`src/rtl/ring_seq_pkg.sv`:
```
package ring_seq_pkg;

  localparam int STATE_W = 2;

  typedef enum logic [STATE_W-1:0] {
    ST_ZERO  = 2'b00,
    ST_ONE   = 2'b01,
    ST_TWO   = 2'b10,
    ST_THREE = 2'b11
  } ring_state_e;

  typedef struct packed {
    logic x;
    logic y;
  } ring_out_t;

  localparam ring_out_t HOME_PATTERN = '{x: 1'b1, y: 1'b0};

endpackage

```
`src/rtl/rs_reset_sync.sv`:
```
module rs_reset_sync #(
  parameter int STAGES = 2
) (
  input  logic clk,
  input  logic arst_n,
  output logic srst_n
);

  logic [STAGES-1:0] chain_q;

  always_ff @(posedge clk or negedge arst_n) begin
    if (!arst_n) begin
      chain_q <= '0;
    end else begin
      chain_q <= (chain_q << 1) | STAGES'(1);
    end
  end

  assign srst_n = chain_q[STAGES-1];

endmodule

```
`src/rtl/rs_next_state.sv`:
```
module rs_next_state
  import ring_seq_pkg::*;
(
  input  ring_state_e cur,
  input  logic        fwd,
  input  logic        back,
  input  logic        restart,
  output ring_state_e nxt,
  output logic        step_en,
  output logic        clash
);

  logic [STATE_W-1:0] inc_code;
  logic [STATE_W-1:0] dec_code;

  assign inc_code = cur + STATE_W'(1);
  assign dec_code = cur - STATE_W'(1);

  always_comb begin
    nxt = cur;
    if (restart) begin
      nxt = ST_ZERO;
    end else if (fwd) begin
      nxt = ring_state_e'(inc_code);
    end else if (back) begin
      nxt = ring_state_e'(dec_code);
    end
  end

  assign step_en = restart | fwd | back;
  assign clash   = fwd & back;

endmodule

```
`src/rtl/rs_decode.sv`:
```
module rs_decode
  import ring_seq_pkg::*;
(
  input  ring_state_e state,
  output ring_out_t   pattern
);

  always_comb begin
    unique case (state)
      ST_ZERO:  pattern = HOME_PATTERN;
      ST_ONE:   pattern = '{x: 1'b0, y: 1'b0};
      ST_TWO:   pattern = '{x: 1'b1, y: 1'b1};
      ST_THREE: pattern = '{x: 1'b0, y: 1'b0};
      default:  pattern = HOME_PATTERN;
    endcase
  end

endmodule

```
`src/rtl/ring_seq_top.sv`:
```
module ring_seq_top
  import ring_seq_pkg::*;
#(
  parameter bit OUT_REG     = 1'b0,
  parameter bit SYNC_START  = 1'b0,
  parameter int SYNC_STAGES = 2
) (
  input  logic               clk,
  input  logic               rst_n,
  input  logic               clr_n,
  input  logic               start,
  input  logic               up_req,
  input  logic               down_req,
  output logic [STATE_W-1:0] state_o,
  output logic               x_o,
  output logic               y_o,
  output logic               conflict_o
);

  logic        st_raw_n;
  logic        st_srst_n;
  logic        main_srst_n;
  logic        restart;
  ring_state_e state_q;
  ring_state_e state_d;
  logic        step_en;
  logic        clash;
  logic        conflict_q;
  ring_out_t   pattern;

  assign st_raw_n = rst_n & (SYNC_START | clr_n);
  assign restart  = SYNC_START & start;

  rs_reset_sync #(.STAGES(SYNC_STAGES)) u_st_sync (
    .clk    (clk),
    .arst_n (st_raw_n),
    .srst_n (st_srst_n)
  );

  rs_reset_sync #(.STAGES(SYNC_STAGES)) u_main_sync (
    .clk    (clk),
    .arst_n (rst_n),
    .srst_n (main_srst_n)
  );

  rs_next_state u_next (
    .cur     (state_q),
    .fwd     (up_req),
    .back    (down_req),
    .restart (restart),
    .nxt     (state_d),
    .step_en (step_en),
    .clash   (clash)
  );

  always_ff @(posedge clk or negedge st_srst_n) begin
    if (!st_srst_n) begin
      state_q <= ST_ZERO;
    end else if (step_en) begin
      state_q <= state_d;
    end
  end

  always_ff @(posedge clk or negedge main_srst_n) begin
    if (!main_srst_n) begin
      conflict_q <= 1'b0;
    end else if (clash) begin
      conflict_q <= 1'b1;
    end
  end

  rs_decode u_decode (
    .state   (state_q),
    .pattern (pattern)
  );

  generate
    if (OUT_REG) begin : g_out_reg
      ring_out_t out_q;
      always_ff @(posedge clk or negedge st_srst_n) begin
        if (!st_srst_n) begin
          out_q <= HOME_PATTERN;
        end else begin
          out_q <= pattern;
        end
      end
      assign x_o = out_q.x;
      assign y_o = out_q.y;
    end else begin : g_out_comb
      assign x_o = pattern.x;
      assign y_o = pattern.y;
    end
  endgenerate

  assign state_o    = state_q;
  assign conflict_o = conflict_q;

endmodule

```
`config.mk`:
```
export PLATFORM = sky130hd
export DESIGN_NAME = ring_seq_top
export DESIGN_NICKNAME = d
export VERILOG_FILES = /design/src/rtl/ring_seq_pkg.sv /design/src/rtl/rs_reset_sync.sv /design/src/rtl/rs_next_state.sv /design/src/rtl/rs_decode.sv /design/src/rtl/ring_seq_top.sv
export SDC_FILE = /design/constraint.sdc
export NUM_CORES = 1
export LEC_CHECK = 0
export CORE_AREA = 5 5 42 44
export CTS_BUF_LIST = sky130_fd_sc_hd__clkbuf_8 sky130_fd_sc_hd__clkbuf_16
export DETAILED_ROUTE_END_ITERATION = 8
export DIE_AREA = 0 0 47 49
export PLACE_DENSITY = 0.54
export SLEW_MARGIN = 5
export SYNTH_ARGS = -nofsm -noshare
export SYNTH_HDL_FRONTEND = slang
export SYNTH_SLANG_ARGS = --single-unit
export TNS_END_PERCENT = 100
```
`constraint.sdc`:
```
create_clock -name clk -period 0.9 [get_ports clk]
set_input_delay 0.135 -clock clk [delete_from_list [all_inputs] [get_ports clk]]
set_output_delay 0.135 -clock clk [all_outputs]
set_load 0.02 [all_outputs]
```
After elaboration in Yosys (flattened, before gate mapping):

Cells that the tools add are included.

* add/sub/neg operators: 2
* equal/unequal tests: 3
* muxes and demuxes: 3
* bitwise logic cells: 3
* reductions and logical operators: 4

Operator list (count)
* one-hot mux 2 bit (3 select lines): 1
* == test 2 bit, second input constant: 2
* 2-to-1 mux 2 bit: 2
* adder 2 x 1 -> 2 bit, second input constant: 1
* AND 1 bit: 2
* == test 2 x 1 -> 1 bit, second input constant: 1
* logical NOT 2 bit: 1
* AND reduction 2 bit: 1
* nonzero test 2 bit: 1
* OR reduction 2 bit: 1
* subtractor 2 x 1 -> 2 bit, second input constant: 1
* OR 1 bit: 1

* register bits after elaboration: 7
* input port bits: 6
* output and inout port bits: 5

Depth between registers and ports, before layout:

Gate-level depths: netlist of run 1.

* depth after elaboration: 3
* gate-level depth with buffers: 4

By module:

A second synthesis of run 1 with hierarchy kept.

* cells, all modules: 26
* area total of the unflattened synthesis: 296.5 µm²

Modules (own cells, without submodules)
* ring_seq_top: times used 1, cells each 8, area an instance 113.9 µm²
* rs_reset_sync: times used 2, cells each 3, area an instance 53.8 µm²
* rs_next_state: times used 1, cells each 10, area an instance 65.1 µm²
* rs_decode: times used 1, cells each 2, area an instance 10.0 µm²

Least setup slack after synthesis of run 1:

OpenSTA, ideal clock, no wires.

* path kind: register to output
* start: register state_q[0] (netlist: state_o[0])
* end: output port x_o
* arrival: 1.162 ns
* setup slack: -0.397 ns
* stages on the path, launching flop included: 4
* path buffers: 0
* cells stage by stage: dfrtp_1 > inv_1 > ha_1 > or2_1

* word-level cells in the longest chain between the ends: 3

RTL lines
* from (decl): line ring_seq_top.sv:24 `ring_state_e state_q;`
* from (signal assigned): line ring_seq_top.sv:60 `state_q <= state_d;`
* == test 2 x 1 -> 1 bit / == test 2 bit (equally long branches): line rs_decode.sv:9 `unique case (state)`
* OR reduction 2 bit (no source line)
* one-hot mux 2 bit (3 select lines) *: line rs_decode.sv:9
* to (decl): line ring_seq_top.sv:15 `output logic x_o,`

Mark *: on every way between the ends. The rest lies on a longest branch, timed or not.

Worst setup path after layout of run 1:

* start: register state_q[1] (netlist: state_o[1])
* end: output port x_o

Same word-level chain as after synthesis.

==> results of run 1 <==
## path summary, 6_finish.rpt
| path | start | to | slack [ps] | cells after the start |
|---|---|---|---|---|
| setup reg to reg | state_o[1]$_DFFE_PN0P_ | state_o[1]$_DFFE_PN0P_ | -290 | 4 |
| hold reg to reg | u_main_sync.chain_q[1]$_DFF_PN0_ | conflict_o$_DFFE_PN0P_ | 3 | 0 |
| min in group clk | u_st_sync.chain_q[0]$_DFF_PN0_ | u_st_sync.chain_q[1]$_DFF_PN0_ | 340 | 0 |
| setup / recovery | state_o[1]$_DFFE_PN0P_ | x_o | -410 | 3 |
| max in group asynchronous | rst_n | u_st_sync.chain_q[0]$_DFF_PN0_ | 520 | 2 |
| hold / removal | u_main_sync.chain_q[1]$_DFF_PN0_ | conflict_o$_DFFE_PN0P_ | 3 | 0 |
## stage by stage
stage / cell area, um^2 / worst slack (ps) / TNS [ps]
floorplan: 297 / -257 / -515
global placement: 422 / -585 / -2210
detailed placement: 422 / -595 / -2260
CTS: 494 / -417 / -1230
global route: 534 / -429 / -1700
finish: 534 / -408 / -1570
## worst max-delay path, cell delays in order (launching register included)
cell and delay, ps:
dfrtp_2 420, ha_4 160, or2_4 240, buf_6 130
## layer usage
metal  vias up  part of all wire
met4         0                 0
met5         -                 0
met3         0              0.12
met1       105              0.37
li1        103                 -
met2         9              0.51
## kinds of logic (layout without fill, tap and decap cells)
logic type               Yosys count  after routing  share of synthesized area
AO/OA/AOI/OAI                      2              2                     0.0642
XOR/XNOR                           1              1                     0.0321
adder cells (fa/ha/maj)            2              2                     0.0917
buffers and inverters              2             22                     0.0275
flip-flops                         7              7                      0.642
other                              1              2                     0.0137
AND/OR/NAND/NOR                    6              6                      0.128
## layout by cell type, fill, tap and decap left out
cell type / count
a21o_2: 1
and2_1: 1
buf_4: 4
buf_6: 8
clkbuf_8: 3
clkdlybuf4s50_1: 4
conb_1: 2
dfrtp_1: 5
dfrtp_2: 2
ha_4: 2
inv_1: 1
inv_2: 1
inv_4: 1
nand2b_1: 1
nor2_1: 1
nor2b_1: 2
o31a_1: 1
or2_4: 1
xnor2_1: 1
## layout make-up
cell class / count / area, um^2
Clock inverter: 1 / 3.75
Sequential cell: 7 / 178
Tap cell: 16 / 20.0
Fill cell: 156 / 867
Inverter: 2 / 10.0
Multi-Input combinational cell: 13 / 121
Timing Repair Buffer: 16 / 160
Clock buffer: 3 / 41.3
## state kept, by name, summed over array words and instances, names as in the netlist
register	flops
conflict_o	1
u_st_sync.chain_q	2
state_o	2
u_main_sync.chain_q	2
## power by group through the flow
stage	Clock [uW]	Sequential, uW	Combinational (uW)
6_report	417	444	1030
5_1_grt	455	448	1100
4_1_cts	440	443	882
3_5_place_dp	0	436	745
3_3_place_gp	0	427	713
2_1_floorplan	0	494	359
## repair_timing
item                                    CTS  global route
setup buffers                             2             3
endpoints found under the setup margin    6             6
gates resized for setup                  30             5
pin swaps                                 1             0
==> flow_metrics.env, run 1 <==
export IMPL_netlist_instances=21
export IMPL_skew_ps=0.456
export IMPL_seqPwrFrac=0.235
export IMPL_async_reset_ff_frac=1.00
export IMPL_gr_usage_met3=0.0369
export IMPL_finalPower_uw=1890
export IMPL_endpoint_kind="output port"
export IMPL_min_period_ps=1310
export IMPL_dr_pass1_iters=1
export IMPL_finalSetupViolations=5
export IMPL_ctsHoldBuffers=0
export IMPL_drive_gt1_frac=0.548
export IMPL_num_rows=14
export IMPL_worstPathRequired_ps=760
export IMPL_port_buffers=9
export IMPL_num_vias=217
export IMPL_maxCapViolCount=0
export IMPL_final_cells=58
export IMPL_clock_sinks=7
export IMPL_yosys_cell_count_top_type="dfrtp_1"
export IMPL_arrival_ps=1170
export IMPL_first_iter_violations=0
export IMPL_synth_edf_count=0
export IMPL_root_buffer="clkbuf_8"
export IMPL_yosys_area_top_type="dfrtp_1"
export IMPL_vdd_drop_max_uv=1080
export IMPL_cts_made_buffers=3
export IMPL_place_inst=49
export IMPL_post_route_util=0.381
export IMPL_viasPerCell=3.74
export IMPL_final_max_slew_viol_count=0
export IMPL_globalplace_congestion=0.765
export IMPL_pwr_share_clk=0.221
export IMPL_nets=51
export IMPL_yosysWarnings=0
export IMPL_grt_start_max_net_pins=5
export IMPL_grt_remaining_overflow=0
export IMPL_die_w_um=47
export IMPL_grt_pass1_vias=203
export IMPL_worst_path_max_fanout=3
export IMPL_grtUsageTotal=0.0497
export IMPL_clkTransAtPathRegs_ps=40
export IMPL_power_frac_comb=0.544
export IMPL_synth_area_um2=273
export IMPL_totalWireLength_um=535
export IMPL_violations="setup timing"
export IMPL_insertedDiodeCount=0
export IMPL_powerDensity_nw_per_um2=3530
export IMPL_crit_type="flop to output port"
export IMPL_dieArea_um2=2300
export IMPL_yosys_top_cells_area="dfrtp_1 64%, ha_1 9.2%, nor2b_1 4.6%"
export IMPL_cp_start_kind="flop"
export IMPL_internal_power_uw=1300
export IMPL_htree_levels=1
export IMPL_whs_ps=2.97
export IMPL_cts_tree="done"
export IMPL_switching_share=0.314
export IMPL_synth_ff_type="dfrtp_1"
export IMPL_wl_per_cell_um=9.22
export IMPL_use_met1=0.0406
export IMPL_period_share=1.45
export IMPL_grt_pass1_wl_um=759
export IMPL_ys_seq_area_frac=0.642
export IMPL_ant_nets=0
export IMPL_rsz0062_at_grt="yes"
export IMPL_p_leak_uw=0.000242
export IMPL_synthTopCellsByCount="7 x dfrtp_1, 2 x ha_1, 2 x inv_1, 2 x nor2b_1"
export IMPL_yosysTopAreaCellShare=0.642
export IMPL_use_met2=0.0747
export IMPL_synth_seq_cells=7
export IMPL_layout_setup_ws_ps=-408
export IMPL_drc=0
export IMPL_outcome="finished with violations"
export IMPL_clockBufferDepth=2
export IMPL_initial_core_util=0.195
export IMPL_area_growth_pct=95.9
export IMPL_worst_skew_pair_late_latency_ps=220
export IMPL_worstHoldPathType="flop to async pin"
export IMPL_yosys_cell_types_count=12
export IMPL_hpwl_um=423
export IMPL_ios=11
export IMPL_clock_fmax_ghz=0.765
export IMPL_p_switching_uw=592
export IMPL_dieHeight_um=49
export IMPL_avgSynthCellArea_um2=13.0
export IMPL_core_area_um2=1400
export IMPL_hold_viol_final=0
export IMPL_grt_busiest_layer="met2"
export IMPL_antenna_found_initial=0
No activity file was read; power rests on OpenSTA's default activity.
==> inputs of run 2 (changes only) <==
==> constraint.sdc (replaced) <==
create_clock -name clk -period 1.12 [get_ports clk]
set_input_delay 0.168 -clock clk [delete_from_list [all_inputs] [get_ports clk]]
set_output_delay 0.168 -clock clk [all_outputs]
set_load 0.02 [all_outputs]
==> flow_metrics.env, run 2 (synthesized netlist as in run 1, its figures left out) <==
export IMPL_outcome="finished with violations"
export IMPL_violations="setup timing"
export IMPL_drive_gt1_frac=0.474
export IMPL_slowest_stage="dfrtp_2"
export IMPL_finalSetupViolations=2
export IMPL_p_leak_uw=0.000213
export IMPL_htree_levels=1
export IMPL_insertedDiodeCount=0
export IMPL_endpoint_kind="output port"
export IMPL_clock_fmax_ghz=0.751
export IMPL_cts_made_buffers=3
export IMPL_mostFrequentLayoutCell="dfrtp_1"
export IMPL_num_vias=196
export IMPL_globalplace_congestion=0.751
export IMPL_r2r_cells=4
export IMPL_r2r_end="state_o[1]$_DFFE_PN0P_"
export IMPL_final_max_slew_viol_count=0
export IMPL_hpwl_um=399
export IMPL_dieArea_um2=2300
export IMPL_clockBufferDepth=2
export IMPL_grt_pass1_vias=193
export IMPL_die_w_um=47
export IMPL_grt_remaining_overflow=0
export IMPL_post_route_util=0.346
export IMPL_drc=0
export IMPL_num_rows=14
export IMPL_worstPathRequired_ps=950
export IMPL_crit_chain="inv_2 > ha_4 > or2_4 > buf_6"
export IMPL_worstHoldPathType="flop to async pin"
export IMPL_arrival_ps=1160
export IMPL_totalWireLength_um=485
export IMPL_root_buffer="clkbuf_8"
export IMPL_ios=11
export IMPL_grt_start_max_net_pins=5
export IMPL_dr_pass1_iters=1
export IMPL_area_growth_pct=77.5
export IMPL_clkTransAtPathRegs_ps=40
export IMPL_wl_per_cell_um=8.98
export IMPL_grtUsageTotal=0.0476
export IMPL_skew_ps=2.96
export IMPL_antenna_found_initial=0
export IMPL_dieHeight_um=49
export IMPL_worst_path_max_fanout=3
export IMPL_ctsHoldBuffers=0
export IMPL_first_iter_violations=0
export IMPL_maxCapViolCount=0
export IMPL_r2r_slack_ps=50
export IMPL_grt_pass1_wl_um=745
export IMPL_rsz0062_at_grt="yes"
export IMPL_clock_sinks=7
export IMPL_period_share=1.19
export IMPL_viasPerCell=3.63
export IMPL_cp_start_kind="flop"
export IMPL_worst_skew_pair_late_latency_ps=220
export IMPL_vdd_drop_max_uv=832
export IMPL_hold_viol_final=0
export IMPL_crit_type="flop to output port"
export IMPL_initial_core_util=0.195
export IMPL_port_buffers=9
export IMPL_tns_ps=-216
export IMPL_core_area_um2=1400
export IMPL_slowest_delay_ps=390
export IMPL_cts_tree="done"
export IMPL_layout_setup_ws_ps=-211
export IMPL_powerDensity_nw_per_um2=2730
export IMPL_reg2reg_from="state_o[1]$_DFFE_PN0P_"
export IMPL_nets=47
export IMPL_min_period_ps=1330
export IMPL_final_cell_mix="5 x dfrtp_1, 4 x clkdlybuf4s50_1, 3 x clkbuf_8, 3 x buf_6, 3 x buf_4"
export IMPL_ant_nets=0
==> run 2: area by class of cell <==
cell class                      instances  area, um^2
Clock inverter                          1        3.75
Tap cell                               16        20.0
Clock buffer                            3        41.3
Timing Repair Buffer                   12         110
Fill cell                             149         917
Multi-Input combinational cell         13         121
Inverter                                2        10.0
Sequential cell                         7         178
==> run 2: where the power goes <==
part	switching (uW)	internal (uW)	leakage (uW)
Combinational	280	353	0.000108
Sequential	45.1	307	0.0000777
Clock	102	236	0.0000269
Total	427	896	0.000213
==> run 2: worst max path at each step <==
stage,start,endpoint,slack (ps),depth (start not counted)
floorplan,state_o[0]$_DFFE_PN0P_,state_o[1]$_DFFE_PN0P_,-50,4
global placement,state_o[1]$_DFFE_PN0P_,x_o,-390,3
detailed placement,state_o[1]$_DFFE_PN0P_,x_o,-400,3
CTS,state_o[1]$_DFFE_PN0P_,x_o,-220,4
global route,state_o[1]$_DFFE_PN0P_,x_o,-250,4
finish,state_o[1]$_DFFE_PN0P_,x_o,-210,4
==> run 2: through the flow <==
step / area (um^2) / total power, uW / std cells / setup WS (ps) / hold WS (ps)
3_5_place_dp: 434 / 967 / 49 / -398 / 1.12
2_1_floorplan: 309 / 729 / 22 / -46.3 / -128
4_1_cts: 478 / 1310 / 54 / -223 / 0.00538
6_report: 484 / 1320 / 54 / -211 / 1.29
3_3_place_gp: 434 / 938 / 49 / -386 / -4.97
5_1_grt: 484 / 1420 / 54 / -249 / 4.24
==> run 2: repair_timing <==
| action | CTS | global route |
|---|---|---|
| endpoints found under the setup margin | 6 | 4 |
| pin swaps | 2 | 0 |
| gates resized for setup | 18 | 5 |
| setup buffers | 1 | 0 |
==> run 2: worst max-delay path, delay by kind of cell, from the launching register on <==
family | cells | cell delay, ps
buf+inv | 2 | 180
simple gates | 1 | 230
flops | 1 | 390
fa+ha+maj | 1 | 140
==> run 2: per-layer routing <==
layer  vias up  GRT usage  part of all wire
met3         0     0.0258              0.15
met4         0     0.0415                 0
li1         95          -                 -
met5         -          0                 0
met1        91     0.0474              0.41
met2        10     0.0679              0.43
